## config.mk

```make
export PLATFORM = sky130hd
export DESIGN_NAME = capSegBase
export DESIGN_NICKNAME = d
export VERILOG_FILES = /design/src/rtl/capBasePkg.sv /design/src/rtl/capSizeDecode.sv /design/src/rtl/capBaseDatapath.sv /design/src/rtl/capBaseCtrl.sv /design/src/rtl/capSegBase.sv
export SDC_FILE = /design/constraint.sdc
export NUM_CORES = 1
export LEC_CHECK = 0
export BUFFER_PORTS_ARGS = -buffer_cell sky130_fd_sc_hd__buf_2
export CAP_MARGIN = 20
export CORE_AREA = 3 3 110 218
export DETAILED_ROUTE_END_ITERATION = 8
export DIE_AREA = 0 0 113 221
export GPL_TIMING_DRIVEN = 0
export PLACE_DENSITY = 0.78
export SLEW_MARGIN = 40
export SYNTH_ARGS = -nofsm -noshare
export SYNTH_HDL_FRONTEND = slang
export SYNTH_SLANG_ARGS = --single-unit
```

## constraint.sdc

```tcl
create_clock -name clk -period 0.8 [get_ports clk]
set_input_delay 0.16 -clock clk [delete_from_list [all_inputs] [get_ports clk]]
set_output_delay 0.16 -clock clk [all_outputs]
set_load 0.01 [all_outputs]
```

## src/rtl/capBasePkg.sv

```systemverilog
package capBasePkg;
  typedef struct packed {
    logic capture;
    logic accept;
  } capCtrlT;
endpackage

```

## src/rtl/capSizeDecode.sv

```systemverilog
module capSizeDecode #(
  parameter int EXP_W  = 6,
  parameter int MANT_W = 4
) (
  input  logic [EXP_W-1:0]  expCode,
  input  logic [MANT_W-1:0] mantCode,
  output logic [EXP_W-1:0]  blockShift,
  output logic [MANT_W:0]   lastBlock,
  output logic [MANT_W+1:0] blockCount
);
  logic smallForm;

  always_comb begin
    smallForm  = &expCode;
    blockShift = smallForm ? '0 : expCode;
    lastBlock  = {~smallForm, mantCode};
    blockCount = {1'b0, lastBlock} + 1'b1;
  end
endmodule

```

## src/rtl/capBaseDatapath.sv

```systemverilog
module capBaseDatapath
  import capBasePkg::*;
#(
  parameter int ADDR_W = 64,
  parameter int EXP_W  = 6,
  parameter int MANT_W = 4
) (
  input  logic              clk,
  input  logic              rstN,
  input  capCtrlT           ctrl,
  input  logic [ADDR_W-1:0] capAddr,
  input  logic [EXP_W-1:0]  capExp,
  input  logic [MANT_W-1:0] capMant,
  input  logic [MANT_W:0]   capFinger,
  output logic              fingerFits,
  output logic [ADDR_W-1:0] segBase,
  output logic [ADDR_W-1:0] segSize
);
  localparam int SIZE_W = ADDR_W + MANT_W + 2;

  logic [EXP_W-1:0]  blockShift;
  logic [MANT_W:0]   lastBlock;
  logic [MANT_W+1:0] blockCount;
  logic [ADDR_W-1:0] lowMask;
  logic [ADDR_W-1:0] fingerOffset;
  logic [ADDR_W-1:0] baseNext;
  logic [SIZE_W-1:0] sizeWide;
  logic [ADDR_W-1:0] sizeNext;

  capSizeDecode #(.EXP_W(EXP_W), .MANT_W(MANT_W)) decode_i (
    .expCode   (capExp),
    .mantCode  (capMant),
    .blockShift(blockShift),
    .lastBlock (lastBlock),
    .blockCount(blockCount)
  );

  always_comb begin
    lowMask      = (ADDR_W'(1) << blockShift) - ADDR_W'(1);
    fingerOffset = (capAddr & lowMask) | (ADDR_W'(capFinger) << blockShift);
    baseNext     = capAddr - fingerOffset;
    sizeWide     = SIZE_W'(blockCount) << blockShift;
    sizeNext     = (|sizeWide[SIZE_W-1:ADDR_W]) ? '1 : sizeWide[ADDR_W-1:0];
    fingerFits   = capFinger <= lastBlock;
  end

  always_ff @(posedge clk or negedge rstN) begin
    if (!rstN) begin
      segBase <= '0;
      segSize <= '0;
    end else if (ctrl.capture) begin
      segBase <= ctrl.accept ? baseNext : '0;
      segSize <= ctrl.accept ? sizeNext : '0;
    end
  end
endmodule

```

## src/rtl/capBaseCtrl.sv

```systemverilog
module capBaseCtrl
  import capBasePkg::*;
(
  input  logic    clk,
  input  logic    rstN,
  input  logic    reqStrobe,
  input  logic    capTag,
  input  logic    fingerFits,
  output capCtrlT ctrl,
  output logic    resValid,
  output logic    resOk
);
  always_comb begin
    ctrl.capture = reqStrobe;
    ctrl.accept  = capTag & fingerFits;
  end

  always_ff @(posedge clk or negedge rstN) begin
    if (!rstN) begin
      resValid <= 1'b0;
      resOk    <= 1'b0;
    end else begin
      resValid <= reqStrobe;
      if (reqStrobe) resOk <= ctrl.accept;
    end
  end
endmodule

```

## src/rtl/capSegBase.sv

```systemverilog
module capSegBase
  import capBasePkg::*;
#(
  parameter int ADDR_W = 64,
  parameter int EXP_W  = 6,
  parameter int MANT_W = 4
) (
  input  logic              clk,
  input  logic              rstN,
  input  logic              reqStrobe,
  input  logic              capTag,
  input  logic [ADDR_W-1:0] capAddr,
  input  logic [EXP_W-1:0]  capExp,
  input  logic [MANT_W-1:0] capMant,
  input  logic [MANT_W:0]   capFinger,
  output logic              resValid,
  output logic              resOk,
  output logic [ADDR_W-1:0] segBase,
  output logic [ADDR_W-1:0] segSize
);
  capCtrlT ctrl;
  logic    fingerFits;

  capBaseCtrl ctrl_i (
    .clk       (clk),
    .rstN      (rstN),
    .reqStrobe (reqStrobe),
    .capTag    (capTag),
    .fingerFits(fingerFits),
    .ctrl      (ctrl),
    .resValid  (resValid),
    .resOk     (resOk)
  );

  capBaseDatapath #(.ADDR_W(ADDR_W), .EXP_W(EXP_W), .MANT_W(MANT_W)) dp_i (
    .clk       (clk),
    .rstN      (rstN),
    .ctrl      (ctrl),
    .capAddr   (capAddr),
    .capExp    (capExp),
    .capMant   (capMant),
    .capFinger (capFinger),
    .fingerFits(fingerFits),
    .segBase   (segBase),
    .segSize   (segSize)
  );
endmodule

```

==> results of run 1 <==
per-stage QoR:
stage,util,TNS (ns),setup slack (ns)
after CTS,0.716,-327.61,-3.43
after detailed placement,0.603,-433.47,-5.30
after global placement,0.600,-695.12,-5.42
after floorplan,-,-281.73,-3.46
cells by family after synthesis:
group,synth area share
XOR/XNOR,0.0457
AO/OA/AOI/OAI,0.367
AND/OR/NAND/NOR,0.175
flip-flops,0.278
multiplexers,0.00889
buffers and inverters,0.0485
adder cells (fa/ha/maj),0.0767
timing repair:
item	CTS
pin swaps	116
hold endpoints to repair	52
gates resized for setup	269
hold buffers	1
buffers inserted	100
endpoints found under the setup margin	259
synth_stat cells, types with 14 or more instances:
cell,instances
ha_1,70
xor2_1,15
a31oi_1,26
and3_1,16
o21ai_0,68
o2bb2ai_1,56
inv_1,34
dfrtp_1,130
nand4_1,19
xnor2_1,46
a21oi_1,134
a21o_1,56
nor3_1,24
a22oi_1,31
nor2_1,149
o22ai_1,26
o21a_1,17
clkbuf_1,77
nand3_1,38
a32oi_1,14
nand2_1,160
a22o_1,55
routing by layer:
layer	overflow	track usage
met5	0	0.0182
met4	6	0.663
met3	0	0.359
met2	2	0.889
met1	0	0.612
==> results.toml, run 1 <==
[status]
outcome = "stopped before the end"
lastStage = "global routing"
error_message = "[ERROR GRT-0232] Routing congestion too high. Check the congestion heatmap in the GUI."

[global_route]
grt_use_total = 0.632
gr-total-overflow = 8
grt_max_degree = 80

[placed_design]
placed_cell_area_um2 = 13600
place_hpwl_um = 46800
dp_cells = 1964
port_buffers = 209
place.gp.congestion = 1.12

[cts]
clockRootBuffer = "clkbuf_16"
numCtsBuffers = 17
htree_levels = 4
cts_buffer_depth = 2
cts_sinks = 130

[synth]
syn_nets = 1627
synth-seq-cells = 130
synth_flop_cell = "dfrtp_1"
synth_top_cell_area_share = 0.278
async_reset_ff_frac = 1.00
ys_top_cells_by_area = "dfrtp_1, ha_1, a21oi_1"
syn_inst = 1473
synthesis.area_um2 = 11700
postSynthAreaPerCell_um2 = 7.93
seq_area_frac_synth = 0.278
synth_warnings = 0
synth_edf_count = 0
ys_types = 85
synth_largest_area_cell = "dfrtp_1"

[sta]
worstEndpointType = "sequential cell input"
crit_endpoint = "dp_i.segBase[55]$_DFFE_PN0P_/D"

[floorplan]
die_w_um = 113
rows = 78
fp.dieH_um = 221
ioPinCount = 213
start_util = 0.516
==> run 2: changes to the inputs <==
--- a/config.mk
+++ b/config.mk
@@ -7,11 +7,11 @@
 export LEC_CHECK = 0
 export BUFFER_PORTS_ARGS = -buffer_cell sky130_fd_sc_hd__buf_2
 export CAP_MARGIN = 20
-export CORE_AREA = 3 3 110 218
+export CORE_AREA = 3 3 175 177
 export DETAILED_ROUTE_END_ITERATION = 8
-export DIE_AREA = 0 0 113 221
+export DIE_AREA = 0 0 178 180
 export GPL_TIMING_DRIVEN = 0
-export PLACE_DENSITY = 0.78
+export PLACE_DENSITY_LB_ADDON = 0.15
 export SLEW_MARGIN = 40
 export SYNTH_ARGS = -nofsm -noshare
 export SYNTH_HDL_FRONTEND = slang
==> constraint.sdc (replaced) <==
create_clock -name clk -period 1.04 [get_ports clk]
set_input_delay 0.208 -clock clk [delete_from_list [all_inputs] [get_ports clk]]
set_output_delay 0.208 -clock clk [all_outputs]
set_load 0.01 [all_outputs]
==> run 2 against run 1 <==
Compared with the run above:
- the flow now finishes, with violations (setup timing)
- area after synthesis did not move
- synthesized cell count did not move
==> results.toml, run 2 <==
[sta]
setup_viol = 259
slew-limit-headroom = 0.414
finalHoldViolCount = 0
finalCritPeriodShare = 4.24
worst_pin_slew_ns = 0.871
min_period_ns = 4.41
report.final.slew_viol_count = 0
rsz0062_at_grt = "true"
finalWorstSetupSlack_ns = -3.37
skew_ns = 0
timing.fmax_mhz = 227

[setup_path]
crit_fanout = 10
crit_type = "input port to register"
rr_worst_depth = 2
r2r_start = "dp_i.segBase[25]"
cp-end-kind = "register"
critPathCapture = "dp_i.segBase[52]"
required_ns = 1.39
cp.arrival_ns = 4.76
start_kind = "input port"
r2r_slack_ns = 0.01
reg2reg_to = "dp_i.segBase[25]"
cp-startpoint = "capExp[2]"

[global_route]
grt_use_met2 = 0.577
grt_antenna_before_repair = 0
grt_first_pass_wirelength_um = 87700
grt_max_degree = 74
grt_use_total = 0.363
grt_pass1_vias = 14012
grt_use_met1 = 0.459
top_usage_layer = "met2"
gr-total-overflow = 0
grtUsageMet3 = 0.0674

[synth]
ys_top_cells_by_area = "dfrtp_1, ha_1, a21oi_1"
seq_area_frac_synth = 0.278
synth_flop_cell = "dfrtp_1"
synth_edf_count = 0
async_reset_ff_frac = 1.00
postSynthAreaPerCell_um2 = 7.93
ys_top_cells_by_count = "nand2_1, nor2_1, a21oi_1"
yosysMostFrequentCell = "nand2_1"
synth_warnings = 0
synth_largest_area_cell = "dfrtp_1"
syn_nets = 1627
syn_inst = 1473
ys_types = 85
synth_top_cell_area_share = 0.278
synth-seq-cells = 130
synthesis.area_um2 = 11700

[cts]
cts_buffer_depth = 2
numCtsBuffers = 17
cts_sinks = 130
clkTransAtPathRegs_ns = 0.06
htree_levels = 4
clk_latency_ns = 0.45
tritoncts = "built"
clockRootBuffer = "clkbuf_16"

[floorplan]
fp.dieH_um = 180
die_w_um = 178
dieArea_um2 = 32000
start_util = 0.397
coreArea_um2 = 29400
ioPinCount = 213
rows = 63

[power]
p_leak_nw = 8.14
irDropWorstVdd_uv = 1210
powerDensity_nw_per_um2 = 1290

[status]
outcome = "finished, violations left"
violations = "setup timing"

[routing]
drc = 0
routed_wl_um = 61900
drt_iter0_markers = 1517
drt_pass1_iterations = 7
wire_per_inst_um = 27.0
postRouteAntennaNets = 0
num_vias = 14478
avgViaCountPerCell = 6.32

[final_layout]
drive_gt1_frac = 0.438
final_cell_area_um2 = 18400
fillers = 2500
final_common_cell = "buf_2"
top_regs = "dp_i.segBase (64), dp_i.segSize (64)"
post-route-util = 0.626
nets = 2042
mostFrequentLayoutCells = "buf_2, buf_4, dfrtp_1"
area_growth_pct = 57.5

[placed_design]
placed_cell_area_um2 = 13800
port_buffers = 209
place.gp.congestion = 1.02
place_hpwl_um = 44100

[hold_path]
min_path_type = "input port to register"

[run]
max_cap_viol_count = 0
run 2: cell counts after synthesis:
No cell type changed its count.
run 2: what timing repair did:
action / 4_1_cts / 5_1_grt
gates cloned: 2 / 7
gates resized for setup: 275 / 269
setup endpoints to repair: 259 / 332
pin swaps: 120 / 158
hold buffers: 2 / 0
hold endpoints to repair: 58 / 0
setup buffers: 107 / 80
run 2: critical path, stage by stage:
cell and delay [ns]:
buf_12 0.10, nand4_4 0.14, o21ai_1 0.19, clkbuf_4 0.26, mux2i_2 0.32, nand2b_4 0.25
nor2_1 0.07, nor2_2 0.21, nor2_4 0.12, a22oi_2 0.23, ha_1 0.29, clkbuf_8 0.16
a21o_1 0.21, a2111oi_4 0.39, a31oi_4 0.22, a221oi_4 0.37, a211oi_4 0.13, o21ai_2 0.26
a21boi_2 0.10, or3_1 0.32, a32o_1 0.22
run 2: how the worst min path moves through the flow:
stage | from | end | slack [ns] | depth (start not counted)
after floorplan | rstN | ctrl_i.resOk | -0.09 | 0
after global placement | reqStrobe | ctrl_i.resValid | 0.33 | 1
after detailed placement | rstN | dp_i.segBase[13] | 0.16 | 1
after CTS | capAddr[0] | dp_i.segBase[0] | 0.12 | 4
after global routing | capAddr[0] | dp_i.segBase[0] | 0.16 | 4
final | capAddr[0] | dp_i.segBase[0] | 0.13 | 4
run 2: logic make-up after synthesis:
| group | synth area share |
|---|---|
| AO/OA/AOI/OAI | 0.367 |
| AND/OR/NAND/NOR | 0.175 |
| buffers and inverters | 0.0485 |
| flip-flops | 0.278 |
| adder cells (fa/ha/maj) | 0.0767 |
| XOR/XNOR | 0.0457 |
| multiplexers | 0.00889 |
run 2: through the flow:
step	total power [mW]	setup TNS, ns	instances	setup slack (ns)	hold slack [ns]
floorplan	11.2	-256.96	1473	-3.27	-0.0876
global placement	13.8	-681.89	2072	-5.40	0.330
detailed placement	13.9	-413.45	2074	-5.19	0.163
CTS	21.9	-269.08	2212	-3.24	0.123
global route	24.7	-313.46	2291	-3.46	0.160
finish	23.7	-295.43	2292	-3.37	0.132
run 2: layout make-up:
type / instances / area (um2) / share of cell area
clock buffer: 20 / 457 / 0.0248
buffer: 94 / 708 / 0.0385
antenna: 1 / 2.50 / 0.000136
sequential: 130 / 3250 / 0.177
inverter: 39 / 176 / 0.00959
multi-input combinational: 1202 / 10100 / 0.551
tap: 390 / 488 / 0.0265
clock inverter: 12 / 154 / 0.00836
timing repair buffer: 404 / 3020 / 0.164
run 2: where the power goes:
part | internal [mW] | switching, mW
registers | 5.61 | 0.309
logic | 4.87 | 6.36
clock network | 3.90 | 2.61
total | 14.4 | 9.28
run 2: layer usage:
metal	wire length (um)	share of wire
met2	28700	0.46
met1	24700	0.40
met3	4460	0.072
met5	0	0
met4	4090	0.066
Note: power is estimated with default switching activity, not from simulation.
